File: src/rtl/rtc_trim_pkg.sv
package rtc_trim_pkg;

  localparam int CAL_W    = 8;
  localparam int STEP_SH  = 2;   // each trim count is worth 4 pulses
  localparam int WORD_W   = 16;

  typedef enum logic [1:0] {
    PIN_ALARM = 2'b00,
    PIN_SEC   = 2'b01,
    PIN_RAW   = 2'b10,
    PIN_OFF   = 2'b11
  } pin_src_e;

  typedef struct packed {
    logic             run;
    logic             pin_en;
    pin_src_e         src;
    logic             stat;
    logic [CAL_W-1:0] trim;
  } cfg_t;

  // writable high-byte bits: run, pin_en, src; status excluded
  localparam logic [7:0] HI_WMASK = 8'b1111_0000;

endpackage

File: src/rtl/rtc_rst_sync.sv
module rtc_rst_sync (
  input  logic clk,
  input  logic arst_n,
  output logic srst_n
);
  logic [1:0] sh_q;

  always_ff @(posedge clk or negedge arst_n) begin
    if (!arst_n) sh_q <= 2'b00;
    else         sh_q <= {sh_q[0], 1'b1};
  end

  assign srst_n = sh_q[1];
endmodule

File: src/rtl/rtc_trim_regs.sv
module rtc_trim_regs
  import rtc_trim_pkg::*;
(
  input  logic              clk,
  input  logic              rst_n,
  input  logic              wr_en,
  input  logic              wr_sel,
  input  logic [1:0]        wr_be,
  input  logic [WORD_W-1:0] wr_data,
  input  logic              wr_unlock,
  input  logic              tick_i,
  output cfg_t              cfg_o,
  output logic [WORD_W-1:0] rd_o
);
  cfg_t              cur_q, nxt;
  logic              cfg_wr, ms_wr, upd;
  logic [WORD_W-1:0] wmask, merged;

  assign rd_o = {cur_q.run, cur_q.pin_en, cur_q.src, cur_q.stat, 3'b000, cur_q.trim};

  always_comb begin
    cfg_wr = wr_en && !wr_sel;
    ms_wr  = wr_en &&  wr_sel && wr_be[0];
    wmask  = {wr_be[1] ? HI_WMASK : 8'h00, wr_be[0] ? 8'hFF : 8'h00};
    if (!wr_unlock) wmask[15] = 1'b0;
    merged = (rd_o & ~wmask) | (wr_data & wmask);
    nxt    = cur_q;
    if (cfg_wr) begin
      nxt.run    = merged[15];
      nxt.pin_en = merged[14];
      nxt.src    = pin_src_e'(merged[13:12]);
      nxt.trim   = merged[CAL_W-1:0];
    end
    if (tick_i) nxt.stat = 1'b1;
    if (ms_wr)  nxt.stat = 1'b0;
    upd = cfg_wr || ms_wr || tick_i;
  end

  always_ff @(posedge clk or negedge rst_n) begin
    if (!rst_n)   cur_q <= '0;
    else if (upd) cur_q <= nxt;
  end

  assign cfg_o = cur_q;

  AST_RUN_LOCKED: assert property (@(posedge clk) disable iff (!rst_n)
    (wr_en && !wr_sel && wr_be[1] && !wr_unlock) |=> (cur_q.run == $past(cur_q.run)));

  AST_STAT_CLEARED: assert property (@(posedge clk) disable iff (!rst_n)
    (wr_en && wr_sel && wr_be[0]) |=> !cur_q.stat);

  AST_UNIMP_ZERO: assert property (@(posedge clk) disable iff (!rst_n)
    rd_o[10:8] == 3'b000);
endmodule

File: src/rtl/rtc_trim_presc.sv
module rtc_trim_presc
  import rtc_trim_pkg::*;
#(
  parameter int PRESCALE = 32768
) (
  input  logic             clk,
  input  logic             rst_n,
  input  logic             run,
  input  logic             rtc_pulse,
  input  logic             min_strobe,
  input  logic [CAL_W-1:0] trim,
  output logic             tick_o
);
  localparam int CW_A   = $clog2(PRESCALE) + 2;
  localparam int CW_B   = CAL_W + STEP_SH + 1;
  localparam int CW     = (CW_A > CW_B) ? CW_A : CW_B;
  localparam int LAST_I = PRESCALE - 1;

  logic signed [CW-1:0] cnt_q, cnt_d, load_v;
  logic                 wrap, cnt_ce, tick_q;

  always_comb begin
    load_v = {{(CW-CAL_W){trim[CAL_W-1]}}, trim} << STEP_SH;
    wrap   = run && rtc_pulse && (cnt_q == CW'(LAST_I));
    cnt_ce = run && (min_strobe || rtc_pulse);
    if (min_strobe)  cnt_d = load_v;
    else if (wrap)   cnt_d = '0;
    else             cnt_d = cnt_q + CW'(1);
  end

  always_ff @(posedge clk or negedge rst_n) begin
    if (!rst_n)      cnt_q <= '0;
    else if (cnt_ce) cnt_q <= cnt_d;
  end

  always_ff @(posedge clk or negedge rst_n) begin
    if (!rst_n) tick_q <= 1'b0;
    else        tick_q <= wrap;
  end

  assign tick_o = tick_q;

  AST_TICK_HAS_PULSE: assert property (@(posedge clk) disable iff (!rst_n)
    tick_q |-> $past(rtc_pulse && run));

  AST_HOLD_WHEN_OFF: assert property (@(posedge clk) disable iff (!rst_n)
    !run |=> ($stable(cnt_q) && !tick_q));

  AST_CNT_BOUND: assert property (@(posedge clk) disable iff (!rst_n)
    cnt_q <= LAST_I);
endmodule

File: src/rtl/rtc_pin_mux.sv
module rtc_pin_mux
  import rtc_trim_pkg::*;
(
  input  logic     clk,
  input  logic     rst_n,
  input  logic     pin_en,
  input  pin_src_e src,
  input  logic     alarm,
  input  logic     sec_clk,
  input  logic     raw,
  output logic     pin_o
);
  logic sel_v, pin_q;

  always_comb begin
    unique case (src)
      PIN_ALARM: sel_v = alarm;
      PIN_SEC:   sel_v = sec_clk;
      PIN_RAW:   sel_v = raw;
      default:   sel_v = 1'b0;
    endcase
  end

  always_ff @(posedge clk or negedge rst_n) begin
    if (!rst_n) pin_q <= 1'b0;
    else        pin_q <= pin_en && sel_v;
  end

  assign pin_o = pin_q;

  AST_PIN_IDLE: assert property (@(posedge clk) disable iff (!rst_n)
    !pin_en |=> !pin_q);

  AST_RSVD_LOW: assert property (@(posedge clk) disable iff (!rst_n)
    (src == PIN_OFF) |=> !pin_q);
endmodule

File: src/rtl/rtc_trim_out.sv
module rtc_trim_out
  import rtc_trim_pkg::*;
#(
  parameter int PRESCALE = 32768
) (
  input  logic        clk,
  input  logic        por_n,
  input  logic        sys_rst_n,
  input  logic        rtc_pulse,
  input  logic        min_strobe,
  input  logic        sec_clk,
  input  logic        alarm_pulse,
  input  logic        wr_en,
  input  logic        wr_sel,
  input  logic [1:0]  wr_be,
  input  logic [15:0] wr_data,
  input  logic        wr_unlock,
  output logic [15:0] cfg_rdata,
  output logic        sec_tick,
  output logic        rtc_pin
);
  logic por_s_n, sys_s_n, core_rst_n;
  cfg_t cfg;

  rtc_rst_sync u_por_sync (.clk(clk), .arst_n(por_n),     .srst_n(por_s_n));
  rtc_rst_sync u_sys_sync (.clk(clk), .arst_n(sys_rst_n), .srst_n(sys_s_n));

  assign core_rst_n = por_s_n && sys_s_n;

  rtc_trim_regs u_regs (
    .clk(clk), .rst_n(por_s_n), .wr_en(wr_en), .wr_sel(wr_sel), .wr_be(wr_be),
    .wr_data(wr_data), .wr_unlock(wr_unlock), .tick_i(sec_tick),
    .cfg_o(cfg), .rd_o(cfg_rdata)
  );

  rtc_trim_presc #(.PRESCALE(PRESCALE)) u_presc (
    .clk(clk), .rst_n(core_rst_n), .run(cfg.run), .rtc_pulse(rtc_pulse),
    .min_strobe(min_strobe), .trim(cfg.trim), .tick_o(sec_tick)
  );

  rtc_pin_mux u_pin (
    .clk(clk), .rst_n(core_rst_n), .pin_en(cfg.pin_en), .src(cfg.src),
    .alarm(alarm_pulse), .sec_clk(sec_clk), .raw(rtc_pulse), .pin_o(rtc_pin)
  );
endmodule

File: config.mk
export PLATFORM = sky130hd
export DESIGN_NAME = rtc_trim_out
export DESIGN_NICKNAME = d
export VERILOG_FILES = /design/src/rtl/rtc_trim_pkg.sv /design/src/rtl/rtc_rst_sync.sv /design/src/rtl/rtc_trim_regs.sv /design/src/rtl/rtc_trim_presc.sv /design/src/rtl/rtc_pin_mux.sv /design/src/rtl/rtc_trim_out.sv
export SDC_FILE = /design/constraint.sdc
export NUM_CORES = 1
export LEC_CHECK = 0
export BUFFER_PORTS_ARGS = -buffer_cell sky130_fd_sc_hd__buf_2
export CAP_MARGIN = 30
export CORE_MARGIN = 2
export CORE_UTILIZATION = 30
export DETAILED_ROUTE_END_ITERATION = 16
export SETUP_SLACK_MARGIN = 0.05
export SYNTH_ARGS = -nofsm -noshare
export SYNTH_HDL_FRONTEND = slang
export SYNTH_SLANG_ARGS = --single-unit
File: constraint.sdc
create_clock -name clk -period 1.5 [get_ports clk]
set_input_delay 0.225 -clock clk [delete_from_list [all_inputs] [get_ports clk]]
set_output_delay 0.225 -clock clk [all_outputs]
set_load 0.01 [all_outputs]
# [Word-level counts from Yosys, hierarchy flattened]
# Index checks and enable logic that the tools add are counted.
[totals] register_bits=36 wordCells=42 memories=0 latch_bits=0 output_inout_bits=18 ram_bits=0 rom_bits=0
[classes] bitwise_logic=4 n_eq_ne=3 n_reduce_logical=16 muxes=8 div=0 order_cmp=0 n_mul=0 n_addsub=1 n_shift=0
[op_table] cell="two-way mux 17 bit" n=2
[op_table] cell="AND 16 bit" n=2
[op_table] cell="adder 17 x 2 -> 17 bit (second input constant)" n=1
[op_table] cell="equality test 17 x 16 -> 1 bit (second input constant)" n=1
[op_table] cell="two-way mux 8 bit" n=2
[op_table] cell="inverter 16 bit" n=1
[op_table] cell="bitwise OR 16 bit" n=1
[op_table] cell="logical AND 1 bit" n=8
[op_table] cell="AND reduction 2 bit" n=2
[op_table] cell="logical OR 1 bit" n=3
[op_table] cell="two-way mux 1 bit" n=3
[op_table] cell="one-hot mux 1 bit (3 select lines)" n=1
[op_table] cell="equality test 2 x 1 -> 1 bit (second input constant)" n=1
[op_table] cell="equality test 2 bit (second input constant)" n=1
[op_table] cell="zero test 2 bit" n=1
[op_table] cell="nonzero test 2 bit" n=1
[op_table] cell="zero test 1 bit" n=1

# [Depth between registers and ports, before layout]
[logic_depth] ltp_word=5 mapped_depth=6 depth_no_buf=5

# [Hierarchy]
# Synthesis repeated with hierarchy kept, for this count alone.
[hier_totals] hier_cells=195 area_unflattened_um2=1961.9
[by_module_without_submodules] mod="rtc_trim_presc" instances=1 cells_per_inst=136 area_each_um2=1163.6
[by_module_without_submodules] mod="rtc_trim_regs" instances=1 cells_per_inst=47 area_each_um2=630.6
[by_module_without_submodules] mod="rtc_rst_sync" instances=2 cells_per_inst=3 area_each_um2=53.8
[by_module_without_submodules] mod="rtc_pin_mux" instances=1 cells_per_inst=5 area_each_um2=53.8
[by_module_without_submodules] mod="rtc_trim_out" instances=1 cells_per_inst=1 area_each_um2=6.3

# [Worst setup path after synthesis]
# OpenSTA, ideal clock, no wires.
[synth_timing] kind="reg2reg" start="reg u_presc.cnt_q[0]" end="reg u_presc.cnt_q[12]" arrival_time_ns=1.575 required_ns=1.358 synth_period_minus_slack_ns=1.717 slack_ns=-0.217 stages_incl_launch_ff=6 path_cell_list="dfrtp_1 > ha_1 > nand3_1 > or4_4 > a31oi_1 > o41ai_2"
[synth_between] elab_chain_len=4 elab_cells_between_ends=5 classes_between="add/sub (1); eq/ne (1); mux (2); reduce/logical (1)"
[synth_rtl] element="start, declared" line_no="rtc_trim_presc.sv:19" source="logic signed [CW-1:0] cnt_q, cnt_d, load_v;"
[synth_rtl] element="start signal, assigned" line_no="rtc_trim_presc.sv:33" source="else if (cnt_ce) cnt_q <= cnt_d;"
[synth_rtl] element="branches (longest 2 deep; another with adder 17 x 2 -> 17 bit)"
[synth_rtl] element="two-way mux 17 bit (*)" line_no="rtc_trim_presc.sv:27" source="else if (wrap) cnt_d = '0;"
[synth_rtl] element="two-way mux 17 bit (*)" line_no="rtc_trim_presc.sv:26" source="if (min_strobe) cnt_d = load_v;"
# Mark *: on every way between the ends.
# A chain may end at the register's enable or synchronous reset.

# [Worst setup path in the final report]
# Ends and elaborated chain as after synthesis.

==> flow_metrics.env <==
export IMPL_outcome="finished with violations"
export IMPL_violations="setup timing"
export IMPL_power_total_mw=3.82
export IMPL_die_h_um=83.1
export IMPL_dr_pass1_iters=4
export IMPL_initial_core_util_pct=31.3
export IMPL_n_antenna_cell=0
export IMPL_cp_data_arrival_time_ps=1690
export IMPL_numCtsBuffers=5
export IMPL_hp_start="wr_be[0]"
export IMPL_cp_startpoint="u_presc.cnt_q[0]"
export IMPL_max_stage_delay_ps=460
export IMPL_dr_wl_met3_um=148
export IMPL_max_cap_violations=0
export IMPL_hpwl_um=3540
export IMPL_root_buffer="clkbuf_8"
export IMPL_grt_use_total_pct=14.8
export IMPL_drive_gt1_share_pct=47.0
export IMPL_critPathLaunchType="flip-flop"
export IMPL_endpoint_kind="flip-flop"
export IMPL_synth_edf_count=0
export IMPL_postSynthAreaPerCell_um2=9.94
export IMPL_synth_seq_cells=36
export IMPL_antenna_found_initial=0
export IMPL_drt_wl_total_um=4900
export IMPL_synthArstFlopShare_pct=100
export IMPL_syn_area_um2=1880
export IMPL_ant_nets=0
export IMPL_io_buffers=38
export IMPL_cpMaxStageDelayCell="or4_4"
export IMPL_vias=1730
export IMPL_finalSetupViolations=1
export IMPL_fillerInstances=557
export IMPL_final_cell_mix="buf_2 (38), dfrtp_1 (35), buf_4 (34), nand2_1 (21), mux2_2 (12)"
export IMPL_wl_met1_um=2320
export IMPL_whs_path_depth=2
export IMPL_core_area_um2=5990
export IMPL_viasPerCell=5.04
export IMPL_die_x_um=83.1
export IMPL_final_common_cell="buf_2"
export IMPL_io_pin_count=46
export IMPL_hold_violations=0
export IMPL_vdd_ir_drop_worst_v=0.000656
export IMPL_rsz0062_at_grt="yes"
export IMPL_critPathRequiredTime_ps=1680
export IMPL_dieArea_um2=6910
export IMPL_synthDistinctLibCells=47
export IMPL_clock_fmax_ghz=0.665
export IMPL_setup_ws_ps=-4.24
export IMPL_min_period_ps=1500
export IMPL_postSynthCellCount=189
export IMPL_period_share_pct=100
export IMPL_wire_per_inst_um=14.3
export IMPL_p_leak_nw=1.22
export IMPL_clk_path_buf_depth=2
export IMPL_pwr_density_cell_nw_per_um2=1400
export IMPL_slew_viol_final=0
export IMPL_crit_type="flip-flop to flip-flop"
export IMPL_area_delta_synth_final_pct=45.4
export IMPL_path_clk_slew_ps=80
export IMPL_clock_latency_ps=300
export IMPL_grt_first_pass_wirelength_um=8270
export IMPL_clkSinkCount=36
export IMPL_nets=296
export IMPL_crit_fanout=3
export IMPL_met2WireLength_um=2360
export IMPL_grt_pass1_vias=1740
export IMPL_min_path_type="primary input to flip-flop"
export IMPL_floorplan_rows=28
export IMPL_gp_congestion=0.876
export IMPL_top_layer="met4"
export IMPL_place_ws_ps=-9.74
export IMPL_fin_skew_ps=8.59
export IMPL_reg2reg_depth=5
export IMPL_overflow=0
export IMPL_synth_ff_type="dfrtp_1"
export IMPL_drc=0
export IMPL_cts_tree="built"
export IMPL_crit_path_cell_trace="ha_4 > nand3_4 > or4_4 > a31oi_4 > o41ai_2"
export IMPL_seq_area_frac_synth_pct=48.0
export IMPL_ys_warn_count=0
export IMPL_grt_max_degree=20
export IMPL_htreeDepth=2
export IMPL_drt_first_iter_violations=89
export IMPL_reg2reg_from="u_presc.cnt_q[0]"
synth_stat cells, types with 2 or more instances:
cell type	instances	area [µm²]
a211oi_1	3	22.5
dfrtp_1	36	901
o21ai_0	14	70.1
or3_1	2	12.5
nand4_1	2	12.5
a21oi_1	7	35.0
a221oi_1	2	17.5
inv_1	3	11.3
nor3_1	3	15.0
and2_1	2	12.5
clkbuf_1	5	18.8
nand2b_1	3	18.8
conb_1	2	7.51
nand2_1	22	82.6
nor2_1	9	33.8
nor4_1	5	31.3
o21a_1	2	15.0
a31oi_1	2	12.5
and4_1	2	17.5
buf_4	5	37.5
nand3_1	11	55.1
and3_1	3	18.8
nand3b_1	2	15.0
o22ai_1	4	25.0
nor2b_1	3	18.8
mux2i_1	3	30.0
mux2_2	12	135
cell families (layout without fill, tap and decap cells):
logic type,after synthesis,in the layout,synth area share [%]
buffers and inverters,14,90,3.86
adders and majority gates,1,1,0.666
DFF,36,36,48.0
and+or+nand+nor,75,75,22.1
other,2,5,0.400
muxes,15,15,8.79
AOI/OAI and AO/OA,46,46,16.2
final cells by class:
type | count | area (µm²) | area share, %
clock buffers | 5 | 68.8 | 2.52
clock inverters | 3 | 42.5 | 1.56
inverters | 3 | 11.3 | 0.412
multi-input cells | 142 | 1090 | 39.9
flip-flops and latches | 36 | 902 | 33.0
well taps | 75 | 93.8 | 3.44
repair buffers | 79 | 522 | 19.1
through the flow:
step | utilization [%] | setup TNS (ps) | std cells | hold WS, ps | instance area [µm²]
after floorplan | - | -23.0 | 192 | -70.6 | 1900
after global placement | 39.8 | -8.59 | 329 | 11.3 | 2380
after detailed placement | 39.8 | -10.8 | 329 | 16.0 | 2380
after CTS | 43.3 | 0 | 342 | 107 | 2600
after global routing | 45.6 | -255 | 343 | 125 | 2730
final | 45.6 | -4.24 | 343 | 116 | 2730
worst max-delay path: cells and delay by family (launching register included):
| kind | cells | cell delay [ps] |
|---|---|---|
| compound gates | 2 | 240 |
| flops | 1 | 400 |
| simple gates | 2 | 570 |
| fa+ha+maj | 1 | 180 |
final timing paths:
| kind | end | slack (ps) |
|---|---|---|
| min reg2reg | u_regs.cfg_o[8] | 200 |
| max in group asynchronous | u_presc.cnt_q[3] | 920 |
| min | u_regs.cfg_o[8] | 120 |
| max reg2reg | u_presc.cnt_q[12] | -4 |
| min in group asynchronous | u_regs.cfg_o[8] | 200 |
| max | u_presc.cnt_q[12] | -4 |
metal layers:
| metal | global-route usage (%) | up-vias |
|---|---|---|
| li1 | - | 845 |
| met1 | 19.3 | 845 |
| met2 | 23.5 | 32 |
| met3 | 3.48 | 8 |
| met4 | 6.41 | 0 |
| met5 | 0 | - |
where the power goes:
part,internal [mW],leakage (nW),switching (mW)
clock network,0.492,0.0541,0.372
registers,1.21,0.432,0.277
logic,0.743,0.730,0.723
total,2.44,1.22,1.37
repair_timing:
action,4_1_cts,5_1_grt
pin swaps,2,8
gates resized for setup,9,33
setup endpoints to repair,11,16
buffers inserted,3,1
endpoints found under the hold margin,4,0
hold buffers,2,0
No activity file was read; power rests on OpenSTA's default activity.
